<file path="config.mk">
export PLATFORM = sky130hd
export DESIGN_NAME = spim_ctrl
export DESIGN_NICKNAME = d
export VERILOG_FILES = /design/src/rtl/spim_pkg.sv /design/src/rtl/spim_fifo.sv /design/src/rtl/spim_engine.sv /design/src/rtl/spim_ctrl.sv
export SDC_FILE = /design/constraint.sdc
export NUM_CORES = 1
export LEC_CHECK = 0
export BUFFER_PORTS_ARGS = -buffer_cell sky130_fd_sc_hd__buf_2
export CAP_MARGIN = 20
export CORE_MARGIN = 1.5
export CORE_UTILIZATION = 30
export CTS_CLUSTER_SIZE = 20
export DETAILED_ROUTE_END_ITERATION = 6
export GPL_ROUTABILITY_DRIVEN = 0
export HOLD_SLACK_MARGIN = 0.05
export PLACE_DENSITY = 0.56
export RECOVER_POWER = 100
export SLEW_MARGIN = 20
export SYNTH_ARGS = -nofsm -noshare
export SYNTH_HDL_FRONTEND = slang
export SYNTH_SLANG_ARGS = --single-unit
</file>
<file path="constraint.sdc">
create_clock -name clk -period 2.95 [get_ports clk]
set_input_delay 0.59 -clock clk [delete_from_list [all_inputs] [get_ports clk]]
set_output_delay 0.59 -clock clk [all_outputs]
set_load 0.02 [all_outputs]
</file>
<file path="src/rtl/spim_pkg.sv">
package spim_pkg;
  // register byte offsets
  localparam logic [7:0] OFF_SRST = 8'h40;
  localparam logic [7:0] OFF_CTRL = 8'h60;
  localparam logic [7:0] OFF_STAT = 8'h64;
  localparam logic [7:0] OFF_TXD  = 8'h68;
  localparam logic [7:0] OFF_RXD  = 8'h6C;
  localparam logic [7:0] OFF_SSEL = 8'h70;

  // control bit positions
  localparam int CB_LOOP  = 0;
  localparam int CB_SYSEN = 1;
  localparam int CB_MSTEN = 2;
  localparam int CB_CPOL  = 3;
  localparam int CB_CPHA  = 4;
  localparam int CB_TXCLR = 5;
  localparam int CB_RXCLR = 6;
  localparam int CB_MANSS = 7;
  localparam int CB_HOLD  = 8;
  localparam int CB_LSB   = 9;
  localparam int CTRL_W   = 10;

  localparam logic [CTRL_W-1:0] CTRL_RST = 10'h100;
  localparam logic [CTRL_W-1:0] CTRL_KEEP_MASK = 10'h39F;
  localparam logic [31:0] SRST_KEY = 32'h0000_000A;
endpackage

</file>
<file path="src/rtl/spim_fifo.sv">
module spim_fifo #(
  parameter int W     = 8,
  parameter int DEPTH = 16
) (
  input  logic         clk,
  input  logic         rst_n,
  input  logic         flush,
  input  logic         push,
  input  logic         pop,
  input  logic [W-1:0] wdata,
  output logic [W-1:0] rdata,
  output logic         full,
  output logic         empty
);
  localparam int PTR_W = $clog2(DEPTH);
  localparam int CNT_W = PTR_W + 1;

  logic [W-1:0]     mem [DEPTH];
  logic [PTR_W-1:0] wr_ptr, rd_ptr;
  logic [CNT_W-1:0] cnt;
  logic             wr_ok, rd_ok;

  function automatic logic [PTR_W-1:0] ptr_next(input logic [PTR_W-1:0] p);
    return (p == PTR_W'(DEPTH - 1)) ? '0 : p + 1'b1;
  endfunction

  assign full  = (cnt == CNT_W'(DEPTH));
  assign empty = (cnt == '0);
  assign wr_ok = push && !full;
  assign rd_ok = pop && !empty;
  assign rdata = mem[rd_ptr];

  always_ff @(posedge clk) begin
    if (wr_ok) mem[wr_ptr] <= wdata;
  end

  always_ff @(posedge clk or negedge rst_n) begin
    if (!rst_n) begin
      wr_ptr <= '0;
      rd_ptr <= '0;
      cnt    <= '0;
    end else if (flush) begin
      wr_ptr <= '0;
      rd_ptr <= '0;
      cnt    <= '0;
    end else begin
      if (wr_ok) wr_ptr <= ptr_next(wr_ptr);
      if (rd_ok) rd_ptr <= ptr_next(rd_ptr);
      case ({wr_ok, rd_ok})
        2'b10:   cnt <= cnt + 1'b1;
        2'b01:   cnt <= cnt - 1'b1;
        default: cnt <= cnt;
      endcase
    end
  end
endmodule

</file>
<file path="src/rtl/spim_engine.sv">
module spim_engine #(
  parameter int DATA_W  = 8,
  parameter int CLK_DIV = 2
) (
  input  logic              clk,
  input  logic              rst_n,
  input  logic              clr,
  input  logic              go,
  input  logic              cpol,
  input  logic              cpha,
  input  logic              lsb_first,
  input  logic              loopback,
  input  logic              tx_empty,
  input  logic [DATA_W-1:0] tx_data,
  input  logic              miso,
  output logic              tx_pop,
  output logic              rx_push,
  output logic [DATA_W-1:0] rx_data,
  output logic              busy,
  output logic              sclk,
  output logic              mosi,
  output logic              done_byte
);
  localparam int EDGES  = 2 * DATA_W;
  localparam int EDGE_W = $clog2(EDGES);
  localparam int DIV_W  = $clog2(CLK_DIV + 1);
  localparam logic [EDGE_W-1:0] LAST_EDGE = EDGE_W'(EDGES - 1);
  localparam logic [DIV_W-1:0]  DIV_LAST  = DIV_W'(CLK_DIV - 1);

  function automatic logic [DATA_W-1:0] shift_in(input logic [DATA_W-1:0] cur,
                                                 input logic b, input logic lsb);
    return lsb ? {b, cur[DATA_W-1:1]} : {cur[DATA_W-2:0], b};
  endfunction

  function automatic logic [DATA_W-1:0] shift_out(input logic [DATA_W-1:0] cur,
                                                  input logic lsb);
    return lsb ? {1'b0, cur[DATA_W-1:1]} : {cur[DATA_W-2:0], 1'b0};
  endfunction

  function automatic logic out_bit(input logic [DATA_W-1:0] cur, input logic lsb);
    return lsb ? cur[0] : cur[DATA_W-1];
  endfunction

  logic              busy_q, sclk_q;
  logic [DIV_W-1:0]  div_q;
  logic [EDGE_W-1:0] edge_q;
  logic [DATA_W-1:0] tx_sh, rx_sh, rx_nx;
  logic              tick, last_tick, sample_edge, shift_edge, start, rx_in;

  assign tick        = busy_q && (div_q == DIV_LAST);
  assign last_tick   = tick && (edge_q == LAST_EDGE);
  assign sample_edge = tick && (edge_q[0] == cpha);
  assign shift_edge  = tick && (edge_q[0] != cpha) && (edge_q != '0);
  assign start       = go && !tx_empty && (!busy_q || last_tick);

  assign mosi      = out_bit(tx_sh, lsb_first);
  assign rx_in     = loopback ? mosi : miso;
  assign rx_nx     = shift_in(rx_sh, rx_in, lsb_first);
  assign rx_data   = sample_edge ? rx_nx : rx_sh;
  assign rx_push   = last_tick;
  assign done_byte = last_tick;
  assign tx_pop    = start;
  assign busy      = busy_q;
  assign sclk      = busy_q ? sclk_q : cpol;

  always_ff @(posedge clk or negedge rst_n) begin
    if (!rst_n) begin
      busy_q <= 1'b0;
      sclk_q <= 1'b0;
      div_q  <= '0;
      edge_q <= '0;
      tx_sh  <= '0;
      rx_sh  <= '0;
    end else if (clr) begin
      busy_q <= 1'b0;
      sclk_q <= 1'b0;
      div_q  <= '0;
      edge_q <= '0;
      tx_sh  <= '0;
      rx_sh  <= '0;
    end else begin
      if (tick) begin
        div_q  <= '0;
        sclk_q <= ~sclk_q;
        edge_q <= edge_q + 1'b1;
        if (sample_edge) rx_sh <= rx_nx;
        if (shift_edge)  tx_sh <= shift_out(tx_sh, lsb_first);
      end else if (busy_q) begin
        div_q <= div_q + 1'b1;
      end
      if (last_tick) busy_q <= 1'b0;
      if (start) begin
        busy_q <= 1'b1;
        tx_sh  <= tx_data;
        sclk_q <= cpol;
        div_q  <= '0;
        edge_q <= '0;
      end
    end
  end
endmodule

</file>
<file path="src/rtl/spim_ctrl.sv">
module spim_ctrl
  import spim_pkg::*;
#(
  parameter int DATA_W     = 8,
  parameter int FIFO_DEPTH = 16,
  parameter int NUM_SS     = 4,
  parameter int CLK_DIV    = 2
) (
  input  logic              clk,
  input  logic              rst_n,
  input  logic              reg_wr,
  input  logic              reg_rd,
  input  logic [7:0]        reg_addr,
  input  logic [31:0]       reg_wdata,
  output logic [31:0]       reg_rdata,
  output logic              sclk,
  output logic              mosi,
  input  logic              miso,
  output logic [NUM_SS-1:0] ss_n
);
  logic [CTRL_W-1:0] ctrl_q;
  logic [NUM_SS-1:0] ss_q;

  // named internal events
  logic soft_rst, ctrl_we, ss_we, tx_push, rx_pop, rx_rd;
  logic tx_flush, rx_flush, tx_pop, rx_push, busy, done_byte, go;
  logic tx_full, tx_empty, rx_full, rx_empty;
  logic manual_mode, cpol_w, hold_w;
  logic [DATA_W-1:0] tx_head, rx_head, rx_byte;

  assign soft_rst = reg_wr && (reg_addr == OFF_SRST) && (reg_wdata == SRST_KEY);
  assign ctrl_we  = reg_wr && (reg_addr == OFF_CTRL);
  assign ss_we    = reg_wr && (reg_addr == OFF_SSEL);
  assign tx_push  = reg_wr && (reg_addr == OFF_TXD);
  assign rx_rd    = reg_rd && (reg_addr == OFF_RXD);
  assign rx_pop   = rx_rd && !rx_empty;
  assign tx_flush = soft_rst || (ctrl_we && reg_wdata[CB_TXCLR]);
  assign rx_flush = soft_rst || (ctrl_we && reg_wdata[CB_RXCLR]);

  assign manual_mode = ctrl_q[CB_MANSS];
  assign cpol_w      = ctrl_q[CB_CPOL];
  assign hold_w      = ctrl_q[CB_HOLD];
  assign go          = ctrl_q[CB_SYSEN] && ctrl_q[CB_MSTEN] && !hold_w;

  always_ff @(posedge clk or negedge rst_n) begin
    if (!rst_n) begin
      ctrl_q <= CTRL_RST;
      ss_q   <= '1;
    end else if (soft_rst) begin
      ctrl_q <= CTRL_RST;
      ss_q   <= '1;
    end else begin
      if (ctrl_we) ctrl_q <= reg_wdata[CTRL_W-1:0] & CTRL_KEEP_MASK;
      if (ss_we)   ss_q   <= reg_wdata[NUM_SS-1:0];
    end
  end

  spim_fifo #(.W(DATA_W), .DEPTH(FIFO_DEPTH)) u_txq (
    .clk(clk), .rst_n(rst_n), .flush(tx_flush), .push(tx_push), .pop(tx_pop),
    .wdata(reg_wdata[DATA_W-1:0]), .rdata(tx_head), .full(tx_full), .empty(tx_empty)
  );

  spim_fifo #(.W(DATA_W), .DEPTH(FIFO_DEPTH)) u_rxq (
    .clk(clk), .rst_n(rst_n), .flush(rx_flush), .push(rx_push), .pop(rx_pop),
    .wdata(rx_byte), .rdata(rx_head), .full(rx_full), .empty(rx_empty)
  );

  spim_engine #(.DATA_W(DATA_W), .CLK_DIV(CLK_DIV)) u_eng (
    .clk(clk), .rst_n(rst_n), .clr(soft_rst), .go(go),
    .cpol(cpol_w), .cpha(ctrl_q[CB_CPHA]), .lsb_first(ctrl_q[CB_LSB]),
    .loopback(ctrl_q[CB_LOOP]), .tx_empty(tx_empty), .tx_data(tx_head),
    .miso(miso), .tx_pop(tx_pop), .rx_push(rx_push), .rx_data(rx_byte),
    .busy(busy), .sclk(sclk), .mosi(mosi), .done_byte(done_byte)
  );

  assign ss_n = (manual_mode || busy) ? ss_q : '1;

  always_comb begin
    reg_rdata = '0;
    case (reg_addr)
      OFF_CTRL: reg_rdata = {{(32-CTRL_W){1'b0}}, ctrl_q};
      OFF_STAT: reg_rdata = {26'd0, 2'b00, tx_full, tx_empty, rx_full, rx_empty};
      OFF_RXD:  reg_rdata = rx_empty ? '0 : {{(32-DATA_W){1'b0}}, rx_head};
      OFF_SSEL: reg_rdata = {{(32-NUM_SS){1'b0}}, ss_q};
      default:  reg_rdata = '0;
    endcase
  end
endmodule

</file>
After elaboration in Yosys (flattened, before gate mapping) --
Memories as Yosys holds them, arrays and structs flattened. Cells that the tools add are included.
Word-level totals: register bits 64, memory bits (writable) 256, input bits 45, output and inout port bits 38, logic and storage cells 149, memories 2
Memories:
- u_rxq.mem | depth 16, width 8, rd ports 1, clocked after memory_dff 0, wr ports 1, RTL line spim_fifo.sv:18 | logic [W-1:0] mem [DEPTH];
- u_txq.mem | depth 16, width 8, rd ports 1, clocked after memory_dff 0, wr ports 1, RTL line spim_fifo.sv:18
Cells by class: $add $sub $neg 10, equal/unequal tests 21, multiplexer cells 52, bitwise logic cells 1, reductions and logical operators 49
Operators with widths (number):
- 8-bit 2-to-1 mux | 10
- 4-bit 2-to-1 mux | 18
- 8-bit by 7-bit == test with 1-bit output (second input constant) | 6
- 10-bit case mux with 4 select lines | 1
- 32-bit by 4-bit == test with 1-bit output (second input constant) | 1
- 1-bit logical AND | 22
- 4-bit by 1-bit adder with 4-bit output (second input constant) | 5
- 4-bit == test (second input constant) | 5
- 10-bit 2-to-1 mux | 2
- 5-bit case mux with 2 select lines | 2
- 3-bit nonzero test | 5
- 2-bit nonzero test | 7
- 1-bit 2-to-1 mux | 13
- 5-bit by 1-bit adder with 5-bit output (second input constant) | 2
- 5-bit == test (second input constant) | 2
- 5-bit zero test | 2
- 5-bit 2-to-1 mux | 2
- 5-bit by 1-bit subtractor with 5-bit output (second input constant) | 2
- 2-bit 2-to-1 mux | 4
- 4-bit nonzero test | 2
- 2-bit by 1-bit == test with 1-bit output (second input constant) | 3
- 1-bit zero test | 6
- 2-bit == test (second input constant) | 2
- 1-bit logical OR | 4
- 5 further kinds | 5

Logic depth before layout (Yosys ltp) --
depth after elaboration 9, gate-level depth with buffers 11, mapped depth without buffers 11

By module --
From an unflattened synthesis, not the netlist that was laid out.
Unflattened totals: cell total of the unflattened synthesis 885, area total of the unflattened synthesis 14199.9 µm²
By module, submodules not included:
- spim_fifo at u_rxq | times used 1, cells each 307, area each 5819.3 µm², seq. area each 4169.0 µm²
- spim_fifo at u_txq | times used 1, cells each 307, area each 5816.8 µm², seq. area each 4169.0 µm²
- spim_engine | times used 1, cells each 144, area each 1443.9 µm², seq. area each 600.6 µm²
- spim_ctrl | times used 1, cells each 127, area each 1119.8 µm², seq. area each 306.5 µm²

Least setup slack after synthesis --
OpenSTA, ideal clock, no wires.
kind reg-to-output, start reg u_rxq.rd_ptr[0], end out reg_rdata[0], data arrival time 2.400 ns, data required time 2.360 ns, slack -0.040 ns, cell stages (with the launch flop) 7, buffers on the path 2, cell sequence dfrtp_1 clkbuf_1 buf_2 mux4_2 mux4_2 nand2_1 o2111ai_1
On the way: cells in the longest elaborated chain, start to end 3
RTL lines:
- from (decl) | RTL line spim_fifo.sv:19 | logic [PTR_W-1:0] wr_ptr, rd_ptr;
- from (signal assigned) | RTL line spim_fifo.sv:48 | if (rd_ok) rd_ptr <= ptr_next(rd_ptr);
- memory 16 x 8 bit
- 8-bit 2-to-1 mux | RTL line spim_ctrl.sv:83 | OFF_RXD: reg_rdata = rx_empty ? '0 : {{(32-DATA_W){1'b0}}, rx_head};
- 10-bit case mux with 4 select lines | RTL line spim_ctrl.sv:80 | case (reg_addr)
- to (decl) | RTL line spim_ctrl.sv:15 | output logic [31:0] reg_rdata,
Every way passes these cells.

Final worst setup path --
start reg u_rxq.rd_ptr[0], end out reg_rdata[2]
Same word-level chain as after synthesis.

==> run_results.csv <==
group,metric,value,unit
floorplanning,core_area,45580,sq um
global_routing,grt_max_degree,38,
power_and_ir_drop,clkPwrFrac,0.420,
floorplanning,ioPinCount,83,
power_and_ir_drop,internal-power,7.856,mW
timing,finalWorstSetupSlack,-0.2849,ns
timing,fin_tns_setup,-1.991,ns
global_routing,grt_first_pass_wirelength,51530,um
logic_synthesis,synth_area_leaders,"edfxtp_1 55%, mux4_2 13%, dfrtp_1 10%",
critical_path,cp_num_buf_inv,2,
critical_path,cp-start-kind,"flip-flop",
timing,maxSlewHeadroom,-0.04129,
flow_run,max-cap-violations,1,
logic_synthesis,synth_edf_count,256,
power_and_ir_drop,powerDensity,617.4,nW/um^2
timing,setup_viol,8,
cells_and_area,design_area,16550,sq um
clock_network,cts_buffer_depth,3,
cells_and_area,postLayoutCoreUtil,0.3632,
cells_and_area,diodes,0,
placed_design,numPortBuffers,60,
logic_synthesis,ys.flop_type,"edfxtp_1",
critical_path,cp-end-kind,"output pin",
placed_design,dp_hpwl,23180,um
power_and_ir_drop,combPwrFrac,0.078,
logic_synthesis,ys_warn_count,0,
critical_path,slowest_stage,"mux4_2",
floorplanning,rows,78,
timing,hold_slack,0.3585,ns
floorplanning,die_y,218.5,um
placed_design,dpl_cell_area,15410,sq um
logic_synthesis,syn_inst,877,
timing,fin_worst_skew,0.01574,ns
clock_network,htreeDepth,2,
timing,max_freq,309.1,MHz
critical_path,path_max_fanout,7,
clock_network,insertion_delay,0.52,ns
floorplanning,die_w,218.5,um
global_routing,antenna_found_initial,2,
critical_path,path_common_cell,"mux4_2",
logic_synthesis,ys_ff_latch,318,
global_routing,grt_usage,0.1442,
global_routing,grt_overflow_total,0,
global_routing,grt_pass1_vias,8081,
timing,max_slew.worst_pin.slew,1.562,ns
logic_synthesis,ys_async_sr_fraction,0.1950,
cells_and_area,layout-drive-gt1-share,0.2612,
floorplanning,dieArea,47760,sq um
route,drc,0,
clock_network,cts_inserted_buffers,35,
critical_path,required,2.36,ns
power_and_ir_drop,total_leakage_power,5.729,nW
clock_network,ctsHoldBuffers,0,
route,drtPass1Iterations,5,
cells_and_area,fill_cells,4317,
route,vias,8189,
route,wire_per_inst,20.54,um
critical_path,cp_cell_sequence,"buf_12, mux4_2, mux4_2, a221o_1, buf_2",
route,vias_per_cell,4.978,
outcome,violations,"max-capacitance violations, max-slew violations, negative setup slack",
hold_path,hold_path.class,"primary input to flip-flop",
critical_path,critPathMaxStageDelay,0.54,ns
critical_path,worstSetupPathType,"flip-flop to output pin",
route,antenna_left,0,
power_and_ir_drop,switching_power,2.365,mW
timing,drv_slew,27,
logic_synthesis,yosysSeqAreaShare,0.6633,
route,wirelength,33780,um
floorplanning,initial_utilization,0.3058,
clock_network,cts_tree,"yes",
clock_network,root_buffer,"clkbuf_16",
logic_synthesis,synth.distinct_cells,68,
timing,hold_violations,0,
route,drt-initial-drc-count,692,
cells_and_area,area_growth,18.78,%
timing,period_needed,3.235,ns
logic_synthesis,synth_top_area_cell,"edfxtp_1",
clock_network,cts_num_sinks,318,
logic_synthesis,syn_area,13940,sq um
clock_network,clk_pin_slew,0.06,ns
timing,period_share,1.097,
power_and_ir_drop,peakVddDrop,0.3510,mV
critical_path,path_delay_family,"multiplexers",
power_and_ir_drop,power,10.22,mW
timing,grt_setup_unrepaired,"true",
critical_path,crit_arrival,2.64,ns
cells_and_area,finalNetCount,1081,
power_and_ir_drop,swShare,0.2314,
logic_synthesis,avgSynthCellArea,15.89,sq um
outcome,status,"finished with violations",
power_and_ir_drop,seqPwrFrac,0.501,
logic_synthesis,synth_top_area_frac,0.5516,
[layout make-up]
type	count	area (sq um)	share of cell area
Clock buffer	45	964.7	0.05827
Clock inverter	19	171.4	0.01035
Inverter	23	86.33	0.005215
Multi-Input combinational cell	492	4383	0.2648
Sequential cell	318	9248	0.5586
Tap cell	600	750.7	0.04535
Timing Repair Buffer	148	950.9	0.05744
[Yosys cell counts, drive strengths merged, types with 4 or more instances]
cell / instances
mux4: 80
nand3b: 4
mux2: 4
or3: 8
buf: 36
nand2: 60
dfrtp: 57
o21ai: 10
xor2: 8
o21a: 4
a211oi: 4
edfxtp: 256
or2: 4
mux2i: 14
nand4: 6
o211ai: 10
o2111ai: 4
nor2: 45
a21oi: 44
inv: 23
and3: 9
clkbuf: 29
and2: 14
ha: 17
xnor2: 4
nor3b: 4
nor3: 18
nor4: 12
nand3: 40
dfstp: 5
[routing by layer]
layer / vias to the layer above / wire, um / GRT usage / part of all wire
li1: 3688 / - / - / -
met1: 4201 / 15400 / 0.2094 / 0.46
met2: 257 / 15450 / 0.2180 / 0.46
met3: 41 / 2216 / 0.02630 / 0.066
met4: 2 / 703 / 0.04529 / 0.021
met5: - / 16 / 0 / 0.00047
[power groups by stage]
| stage | registers (mW) | logic, mW | clock network (mW) |
|---|---|---|---|
| floorplan | 5.17 | 0.513 | 0 |
| global placement | 5.21 | 0.811 | 0 |
| detailed placement | 5.21 | 0.829 | 0 |
| CTS | 5.12 | 0.842 | 4.40 |
| global route | 5.13 | 0.888 | 4.57 |
| finish | 5.12 | 0.800 | 4.30 |
[worst paths after layout]
check / startpoint / endpoint / slack, ns / depth (start not counted)
min in group asynchronous: rst_n / u_txq.cnt[1] / 0.45 / 1
min reg2reg: ctrl_q[8] / ctrl_q[8] / 0.50 / 2
min: reg_wdata[8] / ctrl_q[8] / 0.36 / 3
max reg2reg: u_eng.busy / u_rxq.mem[14][1] / 0.08 / 7
max in group asynchronous: rst_n / u_rxq.rd_ptr[0] / 0.78 / 2
max: u_rxq.rd_ptr[0] / reg_rdata[2] / -0.28 / 5
[what timing repair did]
item | 4_1_cts | 5_1_grt
pin swaps | 5 | 0
setup buffers | 3 | 6
gates cloned | 2 | 0
resized for setup | 14 | 17
setup endpoints to repair | 8 | 8
[stage by stage]
step,std cells,setup WS (ns)
global placement,1572,0.03432
finish,1645,-0.2849
floorplan,898,0.02359
detailed placement,1572,-0.01397
global route,1645,-0.3512
CTS,1641,-0.3326
[worst min-delay path, cell delays in order]
cell and delay, ns:
buf_2 0.13, nand3_1 0.08, nand3_1 0.06
[state kept, by name (all words and copies together), names as in the netlist]
signal        cells
u_rxq.mem       128
u_txq.mem       128
ctrl_q            8
u_eng.rx_sh       8
u_eng.tx_sh       8
u_rxq.cnt         5
u_txq.cnt         5
ss_q              4
u_eng.edge_q      4
u_rxq.rd_ptr      4
u_rxq.wr_ptr      4
u_txq.rd_ptr      4
u_txq.wr_ptr      4
u_eng.div_q       2
u_eng.busy        1
u_eng.sclk_q      1
[placed cells by master (no fill, tap or decap), types with 15 or more instances in the layout]
cell       instances
ha_1              17
dfrtp_1           55
nand3_1           40
nor2_1            45
conb_1            22
nand2_1           58
clkbuf_2          20
clkbuf_1          45
inv_1             23
mux4_2            80
nor3_1            15
edfxtp_1         256
clkbuf_16         36
a21oi_1           44
buf_2             40
buf_4             31
[logic make-up (layout without fill, tap and decap cells)]
family | Yosys count | in the layout | share of synthesized area
AOI/OAI and AO/OA | 102 | 102 | 0.04991
adders and majority gates | 18 | 18 | 0.01670
xor gates and xnor gates | 12 | 12 | 0.007541
buffers and inverters | 88 | 235 | 0.03151
and+or+nand+nor | 240 | 240 | 0.08816
other | 1 | 22 | 0.0002691
muxes | 98 | 98 | 0.1426
DFF | 318 | 318 | 0.6633
(Power assumes the default switching activity.)
